===== src/rtl/adp_pkg.sv =====
package adp_pkg;
  typedef enum logic [1:0] {
    RGN_NONE = 2'd0,
    RGN_CORE = 2'd1,
    RGN_DMA  = 2'd2,
    RGN_CTRL = 2'd3
  } rgn_e;
endpackage


===== src/rtl/adp_decode.sv =====
module adp_decode
  import adp_pkg::*;
#(
  parameter int AW        = 7,
  parameter int IW        = 4,
  parameter int LW        = 2,
  parameter int CORE_END  = 64,
  parameter int DMA_END   = 96,
  parameter int CTRL_OFF  = 112,
  parameter int CTRL_END  = 116,
  parameter bit WIDE_CTRL = 1'b0
) (
  input  logic [AW-1:0] addr_i,
  output logic [1:0]    rgn_o,
  output logic [IW-1:0] idx_o
);
  localparam logic [AW-1:0] CORE_A = AW'(CORE_END);
  localparam logic [AW-1:0] DMA_A  = AW'(DMA_END);
  localparam logic [AW-1:0] CTRL_A = AW'(CTRL_OFF);
  localparam logic [AW-1:0] CTRL_E = AW'(CTRL_END);

  logic          ctrl_hit;
  logic [AW-1:0] off;

  // peek path spans the whole upper gap; access path matches one offset
  if (WIDE_CTRL) begin : g_wide
    assign ctrl_hit = (addr_i >= DMA_A) && (addr_i < CTRL_E);
  end else begin : g_exact
    assign ctrl_hit = (addr_i == CTRL_A);
  end

  always_comb begin
    rgn_o = RGN_NONE;
    off   = '0;
    if (addr_i < CORE_A) begin
      rgn_o = RGN_CORE;
      off   = addr_i;
    end else if (addr_i < DMA_A) begin
      rgn_o = RGN_DMA;
      off   = addr_i - CORE_A;
    end else if (ctrl_hit) begin
      rgn_o = RGN_CTRL;
    end
  end

  assign idx_o = IW'(off >> LW);
endmodule


===== src/rtl/adp_merge.sv =====
module adp_merge #(
  parameter int DW = 32,
  parameter int LW = 2
) (
  input  logic [DW-1:0] cur_i,
  input  logic [DW-1:0] new_i,
  input  logic [LW-1:0] ofs_i,
  input  logic [1:0]    size_i,
  output logic [DW-1:0] out_o
);
  localparam int NB = DW / 8;

  int nb;

  always_comb begin
    nb = 1 << size_i;
    if (nb > NB) nb = NB;
    for (int j = 0; j < NB; j++) begin
      out_o[8*j +: 8] = cur_i[8*j +: 8];
      for (int k = 0; k < NB; k++) begin
        if ((k < nb) && (k + int'(ofs_i) == j)) out_o[8*j +: 8] = new_i[8*k +: 8];
      end
    end
  end
endmodule


===== src/rtl/adp_align.sv =====
module adp_align #(
  parameter int DW = 32,
  parameter int LW = 2
) (
  input  logic [DW-1:0] data_i,
  input  logic [LW-1:0] ofs_i,
  input  logic [1:0]    size_i,
  output logic [DW-1:0] out_o
);
  localparam int NB = DW / 8;

  logic [DW-1:0] shifted;
  int            nb;

  always_comb begin
    nb = 1 << size_i;
    if (nb > NB) nb = NB;
    shifted = data_i >> (8 * int'(ofs_i));
    for (int j = 0; j < NB; j++) begin
      out_o[8*j +: 8] = (j < nb) ? shifted[8*j +: 8] : 8'h00;
    end
  end
endmodule


===== src/rtl/subword_adapter.sv =====
module subword_adapter
  import adp_pkg::*;
#(
  parameter int DW       = 32,
  parameter int AW       = 7,
  parameter int CORE_END = 64,
  parameter int DMA_END  = 96,
  parameter int CTRL_OFF = 112,
  parameter int CTRL_END = 116,
  parameter int IW       = $clog2(CORE_END / (DW / 8))
) (
  input  logic          clk_i,
  input  logic          rst_ni,
  input  logic          req_i,
  input  logic          we_i,
  input  logic [AW-1:0] addr_i,
  input  logic [1:0]    size_i,
  input  logic [DW-1:0] wdata_i,
  output logic          rsp_valid_o,
  output logic [DW-1:0] rsp_rdata_o,
  output logic [1:0]    pk_rgn_o,
  output logic [IW-1:0] pk_idx_o,
  input  logic [DW-1:0] pk_data_i,
  output logic          acc_stb_o,
  output logic          acc_we_o,
  output logic [1:0]    acc_rgn_o,
  output logic [IW-1:0] acc_idx_o,
  output logic [DW-1:0] acc_wdata_o,
  input  logic [DW-1:0] acc_rdata_i
);
  localparam int NB = DW / 8;
  localparam int LW = $clog2(NB);

  logic [AW-1:0] addr_al;
  logic [1:0]    wr_rgn, rd_rgn, sel_rgn;
  logic [IW-1:0] wr_idx, rd_idx, sel_idx;
  logic [DW-1:0] merged, aligned;

  assign addr_al = {addr_i[AW-1:LW], LW'(0)};

  adp_decode #(.AW(AW), .IW(IW), .LW(LW), .CORE_END(CORE_END), .DMA_END(DMA_END),
               .CTRL_OFF(CTRL_OFF), .CTRL_END(CTRL_END), .WIDE_CTRL(1'b0))
    u_dec_wr (.addr_i(addr_al), .rgn_o(wr_rgn), .idx_o(wr_idx));

  adp_decode #(.AW(AW), .IW(IW), .LW(LW), .CORE_END(CORE_END), .DMA_END(DMA_END),
               .CTRL_OFF(CTRL_OFF), .CTRL_END(CTRL_END), .WIDE_CTRL(1'b0))
    u_dec_rd (.addr_i(addr_i), .rgn_o(rd_rgn), .idx_o(rd_idx));

  adp_decode #(.AW(AW), .IW(IW), .LW(LW), .CORE_END(CORE_END), .DMA_END(DMA_END),
               .CTRL_OFF(CTRL_OFF), .CTRL_END(CTRL_END), .WIDE_CTRL(1'b1))
    u_dec_pk (.addr_i(addr_i), .rgn_o(pk_rgn_o), .idx_o(pk_idx_o));

  adp_merge #(.DW(DW), .LW(LW)) u_merge (
    .cur_i(pk_data_i), .new_i(wdata_i), .ofs_i(addr_i[LW-1:0]),
    .size_i(size_i), .out_o(merged)
  );

  assign sel_rgn = we_i ? wr_rgn : rd_rgn;
  assign sel_idx = we_i ? wr_idx : rd_idx;

  // stage 1: single downstream access
  logic          acc_stb_q, acc_we_q, pend_q;
  logic [1:0]    acc_rgn_q;
  logic [IW-1:0] acc_idx_q;
  logic [DW-1:0] acc_wdata_q;
  logic [LW-1:0] ofs_q;
  logic [1:0]    size_q;

  always_ff @(posedge clk_i or negedge rst_ni) begin
    if (!rst_ni) begin
      acc_stb_q   <= 1'b0;
      acc_we_q    <= 1'b0;
      pend_q      <= 1'b0;
      acc_rgn_q   <= RGN_NONE;
      acc_idx_q   <= '0;
      acc_wdata_q <= '0;
      ofs_q       <= '0;
      size_q      <= '0;
    end else begin
      acc_stb_q <= req_i && (sel_rgn != RGN_NONE);
      pend_q    <= req_i;
      if (req_i) begin
        acc_we_q    <= we_i;
        acc_rgn_q   <= sel_rgn;
        acc_idx_q   <= sel_idx;
        acc_wdata_q <= we_i ? merged : '0;
        ofs_q       <= addr_i[LW-1:0];
        size_q      <= size_i;
      end
    end
  end

  assign acc_stb_o   = acc_stb_q;
  assign acc_we_o    = acc_we_q;
  assign acc_rgn_o   = acc_rgn_q;
  assign acc_idx_o   = acc_idx_q;
  assign acc_wdata_o = acc_wdata_q;

  adp_align #(.DW(DW), .LW(LW)) u_align (
    .data_i(acc_rdata_i), .ofs_i(ofs_q), .size_i(size_q), .out_o(aligned)
  );

  // stage 2: response
  logic          rsp_valid_q;
  logic [DW-1:0] rsp_rdata_q;

  always_ff @(posedge clk_i or negedge rst_ni) begin
    if (!rst_ni) begin
      rsp_valid_q <= 1'b0;
      rsp_rdata_q <= '0;
    end else begin
      rsp_valid_q <= pend_q;
      rsp_rdata_q <= (acc_stb_q && !acc_we_q) ? aligned : '0;
    end
  end

  assign rsp_valid_o = rsp_valid_q;
  assign rsp_rdata_o = rsp_rdata_q;

  AST_STB_FROM_REQ: assert property (@(posedge clk_i) disable iff (!rst_ni)
    acc_stb_o |-> $past(req_i));
  AST_RSP_AFTER_REQ: assert property (@(posedge clk_i) disable iff (!rst_ni)
    rsp_valid_o |-> $past(req_i, 2));
  AST_NO_DEAD_STB: assert property (@(posedge clk_i) disable iff (!rst_ni)
    acc_stb_o |-> (acc_rgn_o != RGN_NONE));
  AST_CTRL_IDX_ZERO: assert property (@(posedge clk_i) disable iff (!rst_ni)
    (acc_stb_o && acc_rgn_o == RGN_CTRL) |-> (acc_idx_o == '0));
  AST_WIDE_PASS: assert property (@(posedge clk_i) disable iff (!rst_ni)
    (req_i && we_i && size_i[1] && addr_i[LW-1:0] == '0) |=> (acc_wdata_o == $past(wdata_i)));
  AST_BYTE_KEEP: assert property (@(posedge clk_i) disable iff (!rst_ni)
    (req_i && we_i && size_i == 2'd0 && addr_i[LW-1:0] == '0)
      |=> (acc_wdata_o[DW-1:8] == $past(pk_data_i[DW-1:8])));
  AST_RD_BYTE_MASK: assert property (@(posedge clk_i) disable iff (!rst_ni)
    (rsp_valid_o && $past(size_i, 2) == 2'd0) |-> (rsp_rdata_o[DW-1:8] == '0));
endmodule


===== config.mk =====
export PLATFORM = sky130hd
export DESIGN_NAME = subword_adapter
export DESIGN_NICKNAME = d
export VERILOG_FILES = /design/src/rtl/adp_pkg.sv /design/src/rtl/adp_decode.sv /design/src/rtl/adp_merge.sv /design/src/rtl/adp_align.sv /design/src/rtl/subword_adapter.sv
export SDC_FILE = /design/constraint.sdc
export NUM_CORES = 1
export LEC_CHECK = 0
export ABC_CLOCK_PERIOD_IN_PS = 1340
export BUFFER_PORTS_ARGS = -buffer_cell sky130_fd_sc_hd__buf_4
export CAP_MARGIN = 30
export CORE_MARGIN = 8
export CORE_UTILIZATION = 42
export CTS_CLUSTER_SIZE = 8
export DETAILED_ROUTE_END_ITERATION = 8
export GPL_TIMING_DRIVEN = 0
export PLACE_DENSITY_LB_ADDON = 0.15
export SYNTH_ARGS = -nofsm -noshare
export SYNTH_HDL_FRONTEND = slang
export SYNTH_SLANG_ARGS = --single-unit

===== constraint.sdc =====
create_clock -name clk_i -period 1.34 [get_ports clk_i]
set_input_delay 0.134 -clock clk_i [delete_from_list [all_inputs] [get_ports clk_i]]
set_output_delay 0.134 -clock clk_i [all_outputs]
set_load 0.01 [all_outputs]

==> summary.txt <==
========================================================================================================
Maximum clock frequency                                                                       0.7178 GHz
Share of flip-flops with an asynchronous set or reset                                              1.000
Cell types with the highest counts after synthesis                                          78 x dfrtp_1, 38 x nor2_1, 25 x mux2i_1, 24 x o2bb2ai_1, 18 x nor2b_1
Clock tree from TritonCTS                                                                           done
Pin count of the biggest net entering global routing                                                  50
Cell taking the most area after synthesis                                                        dfrtp_1
Max_cap viols                                                                                          0
Die height                                                                                      113.4 um
Total via count in the routed design                                                               3,931
Number of top-level pins                                                                             188
Post-synthesis average cell area                                                              10.37 um^2
Count of standard-cell rows                                                                           35
HPWL after detailed placement                                                                   11.19 mm
Clock Latency Late Sink                                                                          0.36 ns
Antenna cells                                                                                          0
Length of the first detailed-routing pass in iterations                                                4
Placer congestion estimate                                                                        0.9196
Cells along the critical path                                                               nand2b_4 -> or3b_4 -> nor2_8 -> and2_4
Avg WL per Cell                                                                                 20.44 um
Total routing usage reported by global routing                                                    0.2294
Violated checks                                                                             negative setup slack
Grt ovf                                                                                                0
Final period utilization                                                                           1.040
Antenna violation net count after detailed routing                                                     0
Result of the run                                                                           complete, but fails checks
Residual DRC count                                                                                     0
Library cell used as clock root buffer                                                          clkbuf_8
Final net count                                                                                      702
Initial cell density of the core                                                                  0.4309
Number of enable-type register cells in the synthesized netlist                                        0
Post-CTS clock slew at the launch and capture registers of the worst setup and hold paths        0.09 ns
DP Area                                                                                        5567 um^2
Top fanout value on the critical path                                                                  8
Kind of end point of the critical path                                                              flop
Number of distinct library cell variants in the gate-level netlist after synthesis                    37
Total power consumption of the routed design                                                     6036 uW
Portion of synthesized cell area occupied by the leading cell type                                0.4903
Depth of the CTS H-tree                                                                                3
First-pass GRT wire length                                                                      22.95 mm
Cell types with the largest area share after synthesis                                      dfrtp_1 49%, mux2i_1 6.3%, o2bb2ai_1 5.3%, nor2_1 3.6%, o221ai_1 3.5%
Clock tree sinks                                                                                      78
Vias in the first global route                                                                     4,147
Number of buffers added by the clock tree synthesis step                                               9
Req. time, crit path                                                                             1.65 ns
Crit-path max cell delay                                                                         0.45 ns
Dominant cell by count in the synthesized netlist                                                dfrtp_1
Leakage                                                                                      0.002842 uW
Via density                                                                                        5.407
Crit path max-delay family                                                                  simple AND/OR/NAND/NOR gates
Syn_nets                                                                                             493
Post-route design area                                                                         5983 um^2
Final setup viols                                                                                      8
Total power per unit cell area                                                              1009 nW/um^2
Peak supply drop                                                                             0.0005790 V
Layout fillers                                                                                       796
Area of the die                                                                              12,850 um^2
Syn. warnings                                                                                          0
Arrival @ worst endpoint                                                                         1.70 ns
Max Clock Skew                                                                               0.006555 ns
Startpoint-to-endpoint class of the critical path                                           flop to flop
Portion of the post-synthesis area used by sequential elements                                    0.4903
Tightest Hold Check Type                                                                    input port to flop
Routed Wire Length                                                                              14.86 mm
Post-route minimum period                                                                       1.393 ns
Number of instances in the synthesized netlist                                                       384
Die X                                                                                           113.4 um
Number of buffers and inverters on the critical path                                                   0
Hold Fails Final Rpt                                                                                   0
Total of flip-flops plus latches after synthesis                                                      78
Max-slew headroom at the worst pin                                                                0.5043
Slew Limit Fails                                                                                       0
Unrepaired setup endpoints after global routing                                                      yes
Fraction of layout instances using a drive strength above 1                                       0.4247
Final worst slack                                                                            -0.05316 ns
Synthesis-to-layout area growth                                                                   50.28%
Number of port buffers                                                                               186
Worst setup SP type                                                                                 flop
CTS max path bufs                                                                                      2
TNS Setup                                                                                     -0.3574 ns
Iteration-0 DRC Markers                                                                              235
Actual slew at the worst max-slew pin                                                          0.7386 ns
Dominant register cell in the synthesized netlist                                                dfrtp_1
Syn Std Cell Area                                                                              3981 um^2
Standard cell with the maximum stage delay on the critical path                                   or3b_4
Number of antenna violations at the first check in global routing                                      0
Floorplan Core Area                                                                            9240 um^2
========================================================================================================
[worst register-to-register path, cell delays in order (launching register included)]
cell	delay, ns
dfrtp_1	0.39
nand2b_4	0.15
or3b_4	0.45
nor2_8	0.20
and2_4	0.16
[per-layer routing]
| layer | vias up | GRT usage | part of all wire |
|---|---|---|---|
| li1 | 1835 | - | - |
| met1 | 1883 | 0.2888 | 0.42 |
| met2 | 192 | 0.3544 | 0.46 |
| met3 | 21 | 0.08360 | 0.098 |
| met4 | 0 | 0.08082 | 0.018 |
| met5 | - | 0 | 0 |
[worst paths after layout]
kind / from / end / slack (ns) / depth (start not counted)
setup / recovery: acc_we_o / rsp_rdata_o[27] / -0.05 / 4
hold / removal: acc_rdata_i[31] / rsp_rdata_o[31] / 0.01 / 2
setup reg to reg: acc_we_o / rsp_rdata_o[27] / -0.05 / 4
hold reg to reg: pend_q / rsp_valid_o / 0.37 / 0
max in group asynchronous: rst_ni / acc_wdata_o[19] / 0.50 / 3
min in group asynchronous: rst_ni / acc_wdata_o[21] / 0.26 / 2
[repair_timing]
| action | 4_1_cts | 5_1_grt |
|---|---|---|
| endpoints found under the setup margin | 32 | 41 |
| hold buffers | 6 | 1 |
| buffers inserted | 4 | 3 |
| pin swaps | 4 | 5 |
| endpoints found under the hold margin | 35 | 1 |
| gates resized for setup | 13 | 18 |
[through the flow]
step                utilization  setup WS, ns  std cells  hold WS [ns]
finish                   0.6475      -0.05316        727       0.01199
global route             0.6475       -0.1082        727      0.006556
CTS                      0.6356      -0.03191        724      0.002252
detailed placement       0.6024       -0.3731        700        0.1035
global placement         0.5995       -0.3597        699        0.2508
floorplan                     -       -0.1325        384       -0.1616
[report_power, final]
group	internal [uW]	switching [uW]	total (uW)
sequential	2530	97.1	2620
combinational	798	781	1580
clock	875	958	1830
[cell families (layout without fill, tap and decap cells)]
logic type	count (synthesis)	after routing	share of synthesized area
flip-flops	78	78	0.4903
buffers and inverters	42	256	0.05468
AO/OA/AOI/OAI	132	132	0.2357
AND/OR/NAND/NOR	99	99	0.1339
multiplexers	33	33	0.08548
[final cells by class]
type	count	area (um^2)	area share
tap	129	161.4	0.02698
multi-input combinational	264	1908	0.3189
buffer	29	180.2	0.03011
sequential	78	1952	0.3262
clock buffer	10	127.6	0.02133
inverter	10	37.54	0.006274
clock inverter	6	70.07	0.01171
timing repair buffer	201	1546	0.2585
[sequential cells by signal, indices dropped and copies added, names as in the netlist]
name,cells
acc_idx_o,4
ofs_q,2
rsp_valid_o,1
rsp_rdata_o,32
size_q,2
acc_wdata_o,32
pend_q,1
acc_stb_o,1
acc_we_o,1
acc_rgn_o,2
[cells in the final DEF, fill, tap and decap left out, drive strengths merged, types with 12 or more instances in the layout]
master,count
dfrtp,78
o21ai,28
mux2i,25
and2,12
o221ai,16
clkbuf,23
a21oi,16
o2bb2ai,24
buf,210
nor2,39
nor2b,18
a211oi,16
No activity file was read; power rests on OpenSTA's default activity.
